### config.mk
export PLATFORM = sky130hd
export DESIGN_NAME = boot_vector_seq
export DESIGN_NICKNAME = d
export VERILOG_FILES = /design/src/rtl/boot_pkg.sv /design/src/rtl/boot_hold_qual.sv /design/src/rtl/boot_fetch_engine.sv /design/src/rtl/boot_periph_pulse.sv /design/src/rtl/boot_vector_seq.sv
export SDC_FILE = /design/constraint.sdc
export NUM_CORES = 1
export LEC_CHECK = 0
export ABC_AREA = 1
export BUFFER_PORTS_ARGS = -buffer_cell sky130_fd_sc_hd__buf_2
export CAP_MARGIN = 20
export CORE_UTILIZATION = 30
export CTS_CLUSTER_DIAMETER = 120
export DETAILED_ROUTE_END_ITERATION = 8
export SLEW_MARGIN = 0
export SYNTH_ARGS = -nofsm -noshare
export SYNTH_HDL_FRONTEND = slang
export SYNTH_SLANG_ARGS = --single-unit
### constraint.sdc
create_clock -name clk -period 2.01 [get_ports clk]
set_input_delay 0.201 -clock clk [delete_from_list [all_inputs] [get_ports clk]]
set_output_delay 0.201 -clock clk [all_outputs]
set_load 0.1 [all_outputs]
### src/rtl/boot_pkg.sv
package boot_pkg;
    localparam int WORD_W        = 16;
    localparam int VAL_W         = 2 * WORD_W;
    localparam int NUM_WORDS     = 4;
    localparam int IDX_W         = $clog2(NUM_WORDS);
    localparam int BYTES_PER_WRD = WORD_W / 8;

    typedef enum logic {
        FE_IDLE = 1'b0,
        FE_READ = 1'b1
    } fetch_state_e;

    typedef struct packed {
        fetch_state_e                  state;
        logic [IDX_W-1:0]              idx;
        logic [NUM_WORDS*WORD_W-1:0]   vec;
        logic                          valid;
        logic                          start;
    } fetch_regs_t;
endpackage

### src/rtl/boot_hold_qual.sv
module boot_hold_qual #(
    parameter int HOLD_CYCLES = 12_500_000
) (
    input  logic clk,
    input  logic rst_n,
    input  logic line_n_i,
    input  logic halt_n_i,
    output logic both_low_o,
    output logic go_o
);
    localparam int CW = $clog2(HOLD_CYCLES + 1);
    localparam logic [CW-1:0] HOLD = CW'(HOLD_CYCLES);

    typedef struct packed {
        logic [CW-1:0] cnt;
    } qual_t;

    qual_t qual_d, qual_q;

    always_comb begin
        qual_d     = qual_q;
        both_low_o = !line_n_i && !halt_n_i;
        go_o       = !both_low_o && (qual_q.cnt == HOLD);
        if (both_low_o) begin
            if (qual_q.cnt != HOLD) qual_d.cnt = qual_q.cnt + 1'b1;
        end else begin
            qual_d.cnt = '0;
        end
    end

    always_ff @(posedge clk or negedge rst_n) begin
        if (!rst_n) qual_q <= '0;
        else        qual_q <= qual_d;
    end

    // Release fires only after the previous cycle was part of a hold
    assert_go_after_hold_R3: assert property (@(posedge clk) disable iff (!rst_n)
        go_o |-> $past(both_low_o));
    // Count restarts from zero once release has been seen
    assert_go_clears_count_R4: assert property (@(posedge clk) disable iff (!rst_n)
        go_o |=> (qual_q.cnt == '0) || both_low_o);
endmodule

### src/rtl/boot_fetch_engine.sv
module boot_fetch_engine
    import boot_pkg::*;
#(
    parameter int ADDR_W = 24
) (
    input  logic              clk,
    input  logic              rst_n,
    input  logic              abort_i,
    input  logic              go_i,
    output logic              bus_req_o,
    output logic [ADDR_W-1:0] bus_addr_o,
    input  logic [WORD_W-1:0] bus_data_i,
    input  logic              bus_ack_i,
    output logic [VAL_W-1:0]  ssp_o,
    output logic [VAL_W-1:0]  pc_o,
    output logic              valid_o,
    output logic              start_o
);
    localparam logic [IDX_W-1:0] LAST_IDX = IDX_W'(NUM_WORDS - 1);

    fetch_regs_t fe_d, fe_q;

    always_comb begin
        fe_d       = fe_q;
        fe_d.start = 1'b0;
        if (abort_i) begin
            fe_d.state = FE_IDLE;
            fe_d.valid = 1'b0;
        end else if (go_i) begin
            fe_d.state = FE_READ;
            fe_d.idx   = '0;
            fe_d.valid = 1'b0;
        end else if (fe_q.state == FE_READ && bus_ack_i) begin
            fe_d.vec = {fe_q.vec[(NUM_WORDS-1)*WORD_W-1:0], bus_data_i};
            fe_d.idx = fe_q.idx + 1'b1;
            if (fe_q.idx == LAST_IDX) begin
                fe_d.state = FE_IDLE;
                fe_d.valid = 1'b1;
                fe_d.start = 1'b1;
            end
        end
    end

    always_ff @(posedge clk or negedge rst_n) begin
        if (!rst_n) fe_q <= '0;
        else        fe_q <= fe_d;
    end

    assign bus_req_o  = (fe_q.state == FE_READ);
    assign bus_addr_o = ADDR_W'(fe_q.idx) * ADDR_W'(BYTES_PER_WRD);
    assign ssp_o      = fe_q.vec[2*VAL_W-1:VAL_W];
    assign pc_o       = fe_q.vec[VAL_W-1:0];
    assign valid_o    = fe_q.valid;
    assign start_o    = fe_q.start;

    assert_addr_stable_R5: assert property (@(posedge clk) disable iff (!rst_n)
        (bus_req_o && !bus_ack_i && !abort_i) |=> (bus_req_o && $stable(bus_addr_o)));
    assert_start_single_R7: assert property (@(posedge clk) disable iff (!rst_n)
        start_o |=> !start_o);
    assert_start_with_valid_R7: assert property (@(posedge clk) disable iff (!rst_n)
        start_o |-> valid_o);
    assert_abort_clears_R8: assert property (@(posedge clk) disable iff (!rst_n)
        abort_i |=> (!bus_req_o && !valid_o));
endmodule

### src/rtl/boot_periph_pulse.sv
module boot_periph_pulse #(
    parameter int PULSE_CYCLES = 64
) (
    input  logic clk,
    input  logic rst_n,
    input  logic req_i,
    output logic periph_rst_n_o
);
    localparam int PW = $clog2(PULSE_CYCLES + 1);
    localparam logic [PW-1:0] PULSE = PW'(PULSE_CYCLES);

    typedef struct packed {
        logic [PW-1:0] left;
    } pulse_t;

    pulse_t pl_d, pl_q;

    always_comb begin
        pl_d = pl_q;
        if (pl_q.left != '0)  pl_d.left = pl_q.left - 1'b1;
        else if (req_i)       pl_d.left = PULSE;
    end

    always_ff @(posedge clk or negedge rst_n) begin
        if (!rst_n) pl_q <= '0;
        else        pl_q <= pl_d;
    end

    assign periph_rst_n_o = (pl_q.left == '0);

    assert_pulse_ignores_req_R9: assert property (@(posedge clk) disable iff (!rst_n)
        (!periph_rst_n_o && req_i) |=> (pl_q.left == $past(pl_q.left) - 1'b1));
    assert_pulse_starts_R9: assert property (@(posedge clk) disable iff (!rst_n)
        (periph_rst_n_o && req_i) |=> !periph_rst_n_o);
endmodule

### src/rtl/boot_vector_seq.sv
module boot_vector_seq
    import boot_pkg::*;
#(
    parameter int HOLD_CYCLES  = 12_500_000,
    parameter int PULSE_CYCLES = 64,
    parameter int ADDR_W       = 24
) (
    input  logic              clk,
    input  logic              rst_n,
    input  logic              reset_line_n_i,
    input  logic              halt_n_i,
    output logic              bus_req_o,
    output logic [ADDR_W-1:0] bus_addr_o,
    input  logic [15:0]       bus_data_i,
    input  logic              bus_ack_i,
    output logic [31:0]       ssp_o,
    output logic [31:0]       pc_o,
    output logic              vectors_valid_o,
    output logic              core_start_o,
    input  logic              periph_rst_req_i,
    output logic              periph_rst_n_o
);
    logic both_low;
    logic go;

    boot_hold_qual #(.HOLD_CYCLES(HOLD_CYCLES)) u_qual (
        .clk        (clk),
        .rst_n      (rst_n),
        .line_n_i   (reset_line_n_i),
        .halt_n_i   (halt_n_i),
        .both_low_o (both_low),
        .go_o       (go)
    );

    boot_fetch_engine #(.ADDR_W(ADDR_W)) u_fetch (
        .clk        (clk),
        .rst_n      (rst_n),
        .abort_i    (both_low),
        .go_i       (go),
        .bus_req_o  (bus_req_o),
        .bus_addr_o (bus_addr_o),
        .bus_data_i (bus_data_i),
        .bus_ack_i  (bus_ack_i),
        .ssp_o      (ssp_o),
        .pc_o       (pc_o),
        .valid_o    (vectors_valid_o),
        .start_o    (core_start_o)
    );

    boot_periph_pulse #(.PULSE_CYCLES(PULSE_CYCLES)) u_pulse (
        .clk            (clk),
        .rst_n          (rst_n),
        .req_i          (periph_rst_req_i),
        .periph_rst_n_o (periph_rst_n_o)
    );

    // A fetch only begins after a cycle with both lines low at the ports
    assert_both_low_needed_R2: assert property (@(posedge clk) disable iff (!rst_n)
        (!bus_req_o ##1 bus_req_o) |-> $past(reset_line_n_i || halt_n_i) && $past(!reset_line_n_i && !halt_n_i, 2));
endmodule

# Yosys cells after proc, flatten, opt, wreduce, memory -nomap -nowiden
# Cells that the tools add are included.
[classes]
add_sub_neg = 3
eq_ne = 4
muxes = 13
bitwise_logic = 2
reduce_logical = 15
[op_table]
columns = ["cell", "count"]
rows = [
  ["$mux 69", 1],
  ["$mux 24", 2],
  ["$add 24x1->24 const B", 1],
  ["$eq 24x24->1 const B", 1],
  ["$ne 24x24->1 const B", 1],
  ["$mux 7", 2],
  ["$logic_not 7->1", 1],
  ["$reduce_bool 7->1", 1],
  ["$sub 7x1->7 const B", 1],
  ["$mux 1", 6],
  ["$reduce_bool 3->1", 2],
  ["$reduce_and 2->1", 2],
  ["$reduce_bool 2->1", 2],
  ["$logic_and 1x1->1", 3],
  ["$logic_not 1->1", 3],
  ["$mux 3", 1],
  ["$reduce_and 3->1", 1],
  ["$add 2x1->2 const B", 1],
  ["$eq 2x2->1 const B", 1],
  ["$mux 2", 1],
  ["$ne 2x1->1 const B", 1],
  ["$not 1->1", 2],
]
[totals]
regBits = 100
output_inout_bits = 92
elab_cells = 44

# Depth between registers and ports, before layout
# Gate-level depths: netlist of the first run.
[logic_depth]
depth_word = 6
ltp_mapped = 10
mapped_depth_nobuf = 10

# Cells and area by module
# A second synthesis of the first run with hierarchy kept.
[hier_totals]
cells_unflattened = 604
area_unflattened_um2 = 4855.9
[modules_own_cells]
columns = ["module", "n_inst", "cells_per_inst", "area_each_um2", "seq_area_each_um2"]
rows = [
  ["boot_fetch_engine", 1, 326, 2917.8, 1726.7],
  ["boot_hold_qual", 1, 224, 1492.7, 600.6],
  ["boot_periph_pulse", 1, 54, 445.4, 175.2],
]

# Worst setup path after synthesis of the first run
# No wires, ideal clock.
[synth_path]
kind = "flip-flop to flip-flop"
start = "register u_fetch.fe_q (netlist bit u_fetch.bus_req_o)"
end = "register u_fetch.fe_q (netlist bit u_fetch.pc_o[16])"
setup_time_ns = 0.070
t_arrival_ns = 1.894
slack_ns = 0.047
stages_incl_launch_ff = 7
period_less_slack_ns = 1.963
cell_sequence = "dfrtp_1 nand2_1 clkinv_1 buf_2 buf_1 nand4_1 nand2_1"
[synth_between]
elab_chain_len = 2
[synth_rtl]
columns = ["item", "line_no", "source"]
rows = [
  ["start: declaration", "boot_fetch_engine.sv:21", "fetch_regs_t fe_d, fe_q;"],
  ["start signal: assignment", "boot_fetch_engine.sv:45", "if (!rst_n) fe_q <= '0;"],
  ["start signal: assignment", "boot_fetch_engine.sv:46", "else fe_q <= fe_d;"],
  ["$logic_and 1x1->1", "boot_fetch_engine.sv:33", "end else if (fe_q.state == FE_READ && bus_ack_i) begin"],
  ["$reduce_and 3->1 (no line)", "--", ""],
]
# No other way between the ends.
# A chain may end at the register's enable or synchronous reset.

# Worst setup path in the final report of the first run
[layout_path]
start = "register u_pulse.pl_q[0] (netlist bit)"
end = "output port periph_rst_n_o"
[layout_between]
elab_chain_len = 1
[layout_rtl]
columns = ["item", "line_no", "source"]
rows = [
  ["start: declaration", "boot_periph_pulse.sv:16", "pulse_t pl_d, pl_q;"],
  ["start signal: assignment", "boot_periph_pulse.sv:26", "else pl_q <= pl_d;"],
  ["$logic_not 7->1", "boot_periph_pulse.sv:29", "assign periph_rst_n_o = (pl_q.left == '0);"],
  ["end: declaration", "boot_vector_seq.sv:21", "output logic periph_rst_n_o"],
]
# No other way between the ends.

==> results of run 1 <==
## what timing repair did
item,CTS,global route
buffers inserted,0,0
setup endpoints to repair,0,1
hold buffers,1,0
resized for setup,0,2
hold endpoints to repair,16,0
## layout by cell type (no fill, tap or decap), drive strengths merged
cell type,instances
conb,22
clkinvlp,1
nor2,60
inv,35
nor3,1
nand3,21
buf,102
xnor2,1
dfrtp,100
a21oi,17
nand2,202
clkbuf,12
ha,5
o21ai,12
xor2,4
nand4,71
clkinv,1
bufinv,1
nor3b,1
dlygate4sd3,1
or2,2
## state kept, by name (all words and copies together) (netlist names)
name,cells
u_fetch.start_o,1
u_qual.qual_q,24
u_fetch.ssp_o,32
u_fetch.pc_o,32
u_fetch.valid_o,1
u_pulse.pl_q,7
u_fetch.fe_q,2
u_fetch.bus_req_o,1
## metal layers
| metal | wire, µm | vias to the layer above | part of all wire |
|---|---|---|---|
| met5 | 0 | - | 0 |
| met4 | 353 | 0 | 0.031 |
| met3 | 565 | 23 | 0.050 |
| met2 | 5010 | 113 | 0.44 |
| met1 | 5460 | 1852 | 0.48 |
| li1 | - | 2028 | - |
## per-stage QoR
step                      total power, mW  cell area, µm²  setup WS, ps  utilization
after detailed placement             4.48            5410           291        0.352
after global placement               4.46            5410           333        0.352
final                                6.17            5720           151        0.372
after CTS                            6.24            5720          8.09        0.372
after floorplan                      4.13            4870          46.5            -
after global routing                 6.45            5720          34.0        0.372
## Yosys cell counts (all sizes together)
cell type / instances
nor3b: 1
conb: 1
xor2: 4
ha: 5
nor2: 60
nand3: 21
nor3: 1
o21ai: 12
a21oi: 17
nand2: 202
clkbuf: 12
clkinv: 2
xnor2: 1
nand4: 71
buf: 40
dfrtp: 100
inv: 32
or2: 2
## logic make-up after synthesis
kind of cell	synth area share
buffers and inverters	0.0948
adders and majority gates	0.0131
and+or+nand+nor	0.329
AOI/OAI and AO/OA	0.0303
DFF	0.522
xor gates and xnor gates	0.00914
other	0.000783
## worst reg2reg max path, cell delays in order (launching register included)
cell	delay, ps
dfrtp_1	400
inv_1	70
ha_1	220
nand3_1	80
nor2_1	50
nand3_2	120
nand3_4	270
buf_12	260
nand2_1	70
nand2_1	50
## area by class of cell
cell class / count / area (µm²) / share of cell area
Tap cell: 211 / 264 / 0.0461
Multi-Input combinational cell: 419 / 1910 / 0.334
Timing Repair Buffer: 103 / 616 / 0.108
Inverter: 34 / 128 / 0.0223
Clock buffer: 12 / 246 / 0.0431
Clock inverter: 4 / 55.1 / 0.00962
Sequential cell: 100 / 2500 / 0.437
## power breakdown
group | leakage (nW) | internal (mW) | switching, mW
Clock | 0.144 | 1.01 | 0.735
Sequential | 1.35 | 2.25 | 0.192
Combinational | 1.57 | 0.285 | 1.71
Total | 3.06 | 3.54 | 2.63
## worst min-delay path by stage
stage	end	slack, ps
CTS	u_fetch.pc_o[9]$_DFFE_PN0P_	90
finish	u_fetch.pc_o[14]$_DFFE_PN0P_	100
floorplan	u_fetch.bus_req_o$_DFFE_PN0P_	-90
detailed placement	u_fetch.ssp_o[26]$_DFFE_PN0P_	80
global placement	u_fetch.ssp_o[26]$_DFFE_PN0P_	80
global route	u_fetch.pc_o[9]$_DFFE_PN0P_	90
==> flow_summary.json, run 1 <==
{
  "diodes": 0,
  "top_level_ports": 114,
  "place_hpwl_um": 8040,
  "antenna_found_initial": 0,
  "drc": 0,
  "path_max_fanout": 7,
  "synth_top_area_cell": "dfrtp_1",
  "rows": 45,
  "port_buffers": 91,
  "hold_viol_final": 0,
  "r2r-start": "u_qual.qual_q[0]$_DFFE_PN0P_",
  "die_y_um": 128,
  "path_class": "reg -> out",
  "grt_pass1_wl_um": 19300,
  "die_x_um": 128,
  "crit_arrival_ps": 1660,
  "critPathRequiredTime_ps": 1810,
  "timing.final.crit_share": 0.925,
  "powerDensity_mw_per_mm2": 1080,
  "numCtsBuffers": 9,
  "yosysTopAreaCellShare": 0.522,
  "antenna_left": 0,
  "hold_path_depth": 3,
  "core_mm2": 0.0154,
  "hold_class": "in -> reg",
  "min-delay-start": "bus_data_i[14]",
  "whs_ps": 101,
  "setup_viol": 0,
  "h-tree-depth": 3,
  "max_clock_freq_mhz": 538,
  "fill_cells": 1625,
  "syn_area_mm2": 0.00479,
  "r2r_cells": 9,
  "max_stage_delay_ps": 380,
  "wl_per_cell_um": 12.9,
  "period_minus_slack_ps": 1860,
  "gp_congestion": 0.842,
  "tns_ps": 0,
  "r2r_setup_slack_ps": 310,
  "synth_cell_types": 25,
  "vias": 4016,
  "syn_to_final_growth_pct": 19.5,
  "grt_max_degree": 68,
  "critPathSlowestCell": "dfrtp_1",
  "synth_cells": 584,
  "grt_util_all_layers": 0.146,
  "synth.avg_cell_area_um2": 8.20,
  "startpoint_type": "register",
  "leakagePower_nw": 3.06,
  "status": "finished clean",
  "final_cells": 883,
  "worstPathCellList": "inv_1 -> ha_1 -> nand4_1 -> inv_1 -> buf_4",
  "rr_endpoint": "u_fetch.ssp_o[5]$_DFFE_PN0P_",
  "slew_headroom": 0.654,
  "cts_tree": "yes",
  "slew_violations": 0,
  "drive_gt1_frac": 0.188,
  "use_met1": 0.207,
  "grt_pass1_vias": 3824,
  "grt_util_met2": 0.218,
  "die_area_mm2": 0.0165,
  "busiest_layer": "met2",
  "synth_warnings": 0,
  "worst_setup_path_startpoint": "u_pulse.pl_q[0]$_DFFE_PN0P_",
  "tightest_slew_ps": 523,
  "crit_end": "periph_rst_n_o",
  "yosys-top-cells-area": "dfrtp_1 52%, nand2_1 16%, nand4_1 9.3%",
  "clk_pin_slew_ps": 70,
  "first_pass_iters": 4,
  "end_kind": "primary output",
  "crit_cells": 5,
  "totalWireLength_um": 11400,
  "initial_core_util": 0.312,
  "final.setup_skew_ps": 8.83,
  "final_nets": 694,
  "cts_buffer_depth": 2,
  "dp.cells": 866,
  "ys_seq_area_frac": 0.522,
  "met3_usage": 0.0233,
  "max_cap_violations": 0,
  "ir_drop_mv": 0.459,
  "cts-root-buf": "clkbuf_16",
  "gr-total-overflow": 0,
  "drtIter0Drc": 257,
  "cp.buffers_inverters": 3,
  "rsz0062_at_grt": "false",
  "ys_ff_latch": 100,
  "clock_latency_ps": 340,
  "clock-sinks": 100,
  "path_common_cell": "inv_1",
  "crit_family": "buffers and inverters",
  "vias_per_cell": 4.55
}
Note: power is estimated with default switching activity, not from simulation.
==> run 2, diff against run 1 <==
--- a/config.mk
+++ b/config.mk
@@ -9,9 +9,12 @@
 export BUFFER_PORTS_ARGS = -buffer_cell sky130_fd_sc_hd__buf_2
 export CAP_MARGIN = 20
 export CORE_UTILIZATION = 30
+export CTS_BUF_LIST = sky130_fd_sc_hd__clkbuf_8
 export CTS_CLUSTER_DIAMETER = 120
 export DETAILED_ROUTE_END_ITERATION = 8
+export SKIP_LAST_GASP = 1
 export SLEW_MARGIN = 0
 export SYNTH_ARGS = -nofsm -noshare
 export SYNTH_HDL_FRONTEND = slang
 export SYNTH_SLANG_ARGS = --single-unit
+export TNS_END_PERCENT = 100
==> run 2 against run 1 <==
Net effect:
- total power is 7.1% lower
- via count is 0.57% higher
- combinational power hardly changed
- critical path depth stayed put
- cell count stayed put
- largest power group unchanged
- clock skew is 11 ps higher
==> flow_summary.json, run 2 (same netlist as run 1, synthesis figures left out) <==
{
  "status": "finished clean",
  "hold_class": "in -> reg",
  "tns_ps": 0,
  "clock_latency_ps": 370,
  "critPathRequiredTime_ps": 1810,
  "totalWireLength_um": 11500,
  "place_hpwl_um": 8040,
  "cts_buffer_depth": 2,
  "top_level_ports": 114,
  "drive_gt1_frac": 0.188,
  "leakagePower_nw": 3.02,
  "hold_path_depth": 3,
  "die_y_um": 128,
  "cts_tree": "yes",
  "antenna_left": 0,
  "fill_cells": 1639,
  "vias_per_cell": 4.57,
  "cp.buffers_inverters": 3,
  "r2r-start": "u_qual.qual_q[0]$_DFFE_PN0P_",
  "vias": 4039,
  "first_pass_iters": 5,
  "max_stage_delay_ps": 390,
  "end_kind": "primary output",
  "netSwitchingFraction": 0.453,
  "final.setup_skew_ps": 19.5,
  "hold_viol_final": 0,
  "timing.final.crit_share": 0.911,
  "crit_cells": 5,
  "rsz0062_at_grt": "false",
  "grt_pass1_wl_um": 19200,
  "grt_util_all_layers": 0.146,
  "numCtsBuffers": 9,
  "layout_commonest_cell": "nand2_1",
  "powerDensity_mw_per_mm2": 1020,
  "die_area_mm2": 0.0165,
  "path_common_cell": "inv_1",
  "whs_ps": 66.4,
  "clk_pin_slew_ps": 100,
  "tightest_slew_ps": 521,
  "drc": 0,
  "clockPowerShare": 0.227,
  "grt_pass1_vias": 3818,
  "slew_violations": 0,
  "p_int_mw": 3.14,
  "final_cell_mix": "202 x nand2_1, 100 x dfrtp_1, 89 x buf_2",
  "diodes": 0,
  "gp_congestion": 0.842,
  "core_mm2": 0.0154,
  "gr-total-overflow": 0,
  "path_max_fanout": 7,
  "max_cap_violations": 0,
  "max_clock_freq_mhz": 546,
  "drtIter0Drc": 241,
  "h-tree-depth": 3,
  "path_class": "reg -> out",
  "final_nets": 694,
  "syn_to_final_growth_pct": 17.5,
  "worst_setup_path_startpoint": "u_pulse.pl_q[0]$_DFFE_PN0P_",
  "p_seq_frac": 0.425,
  "wl_per_cell_um": 13.0,
  "crit_arrival_ps": 1630,
  "cts-root-buf": "clkbuf_8",
  "initial_core_util": 0.312,
  "crit_family": "buffers and inverters",
  "ir_drop_mv": 0.457,
  "clock-sinks": 100,
  "startpoint_type": "register",
  "antenna_found_initial": 0,
  "worstPathCellList": "inv_1 -> ha_1 -> nand4_1 -> inv_1 -> buf_6",
  "die_x_um": 128,
  "min-delay-start": "bus_data_i[9]",
  "setup_viol": 0,
  "port_buffers": 91,
  "r2r_cells": 9,
  "critPathSlowestCell": "dfrtp_1",
  "switching_power_mw": 2.60,
  "period_minus_slack_ps": 1830,
  "comb_power_share": 0.348,
  "slew_headroom": 0.655,
  "rows": 45,
  "grt_max_degree": 68
}
[run 2: area by class of cell]
cell class,count,area [µm²],area share
Sequential cell,100,2500,0.445
Inverter,34,128,0.0227
Clock inverter,6,62.6,0.0111
Tap cell,211,264,0.0469
Timing Repair Buffer,103,619,0.110
Clock buffer,10,138,0.0245
Multi-Input combinational cell,419,1910,0.340
[run 2: what timing repair did]
action,4_1_cts,5_1_grt
hold endpoints to repair,16,0
gates resized for setup,1,1
buffers inserted,0,0
hold buffers,1,0
setup endpoints to repair,1,1
[run 2: power by group through the flow]
stage	Combinational (mW)	Clock, mW	Sequential, mW
6_report	1.99	1.30	2.44
5_1_grt	2.10	1.43	2.47
3_5_place_dp	2.00	0	2.47
3_3_place_gp	1.99	0	2.47
2_1_floorplan	0.554	0	3.57
4_1_cts	2.01	1.35	2.44
[run 2: worst paths after layout]
kind,to,slack (ps)
max,periph_rst_n_o,180
min,u_fetch.pc_o[9]$_DFFE_PN0P_,70
max reg2reg,u_fetch.ssp_o[5]$_DFFE_PN0P_,300
min reg2reg,u_pulse.pl_q[5]$_DFFE_PN0P_,470
max in group asynchronous,u_pulse.pl_q[3]$_DFFE_PN0P_,1190
min in group asynchronous,u_fetch.ssp_o[26]$_DFFE_PN0P_,220
[run 2: metal layers]
metal / track usage / vias to the layer above / wire length (µm)
met1: 0.207 / 1886 / 5610
met5: 0 / - / 0
met3: 0.0229 / 20 / 544
li1: - / 2027 / -
met4: 0.0727 / 0 / 351
met2: 0.215 / 106 / 4960
[run 2: through the flow]
stage	setup slack, ps	cell area, µm²	total power, mW	util	cells
finish	179	5630	5.73	0.366	883
global placement	333	5410	4.46	0.352	866
floorplan	46.5	4870	4.13	-	605
detailed placement	291	5410	4.48	0.352	866
CTS	101	5620	5.79	0.366	883
global route	49.1	5630	6.00	0.366	883
[run 2: worst min-delay path: cells and delay by family]
| family | cells | cell delay, ps |
|---|---|---|
| buf+inv | 1 | 70 |
| simple gates | 2 | 140 |
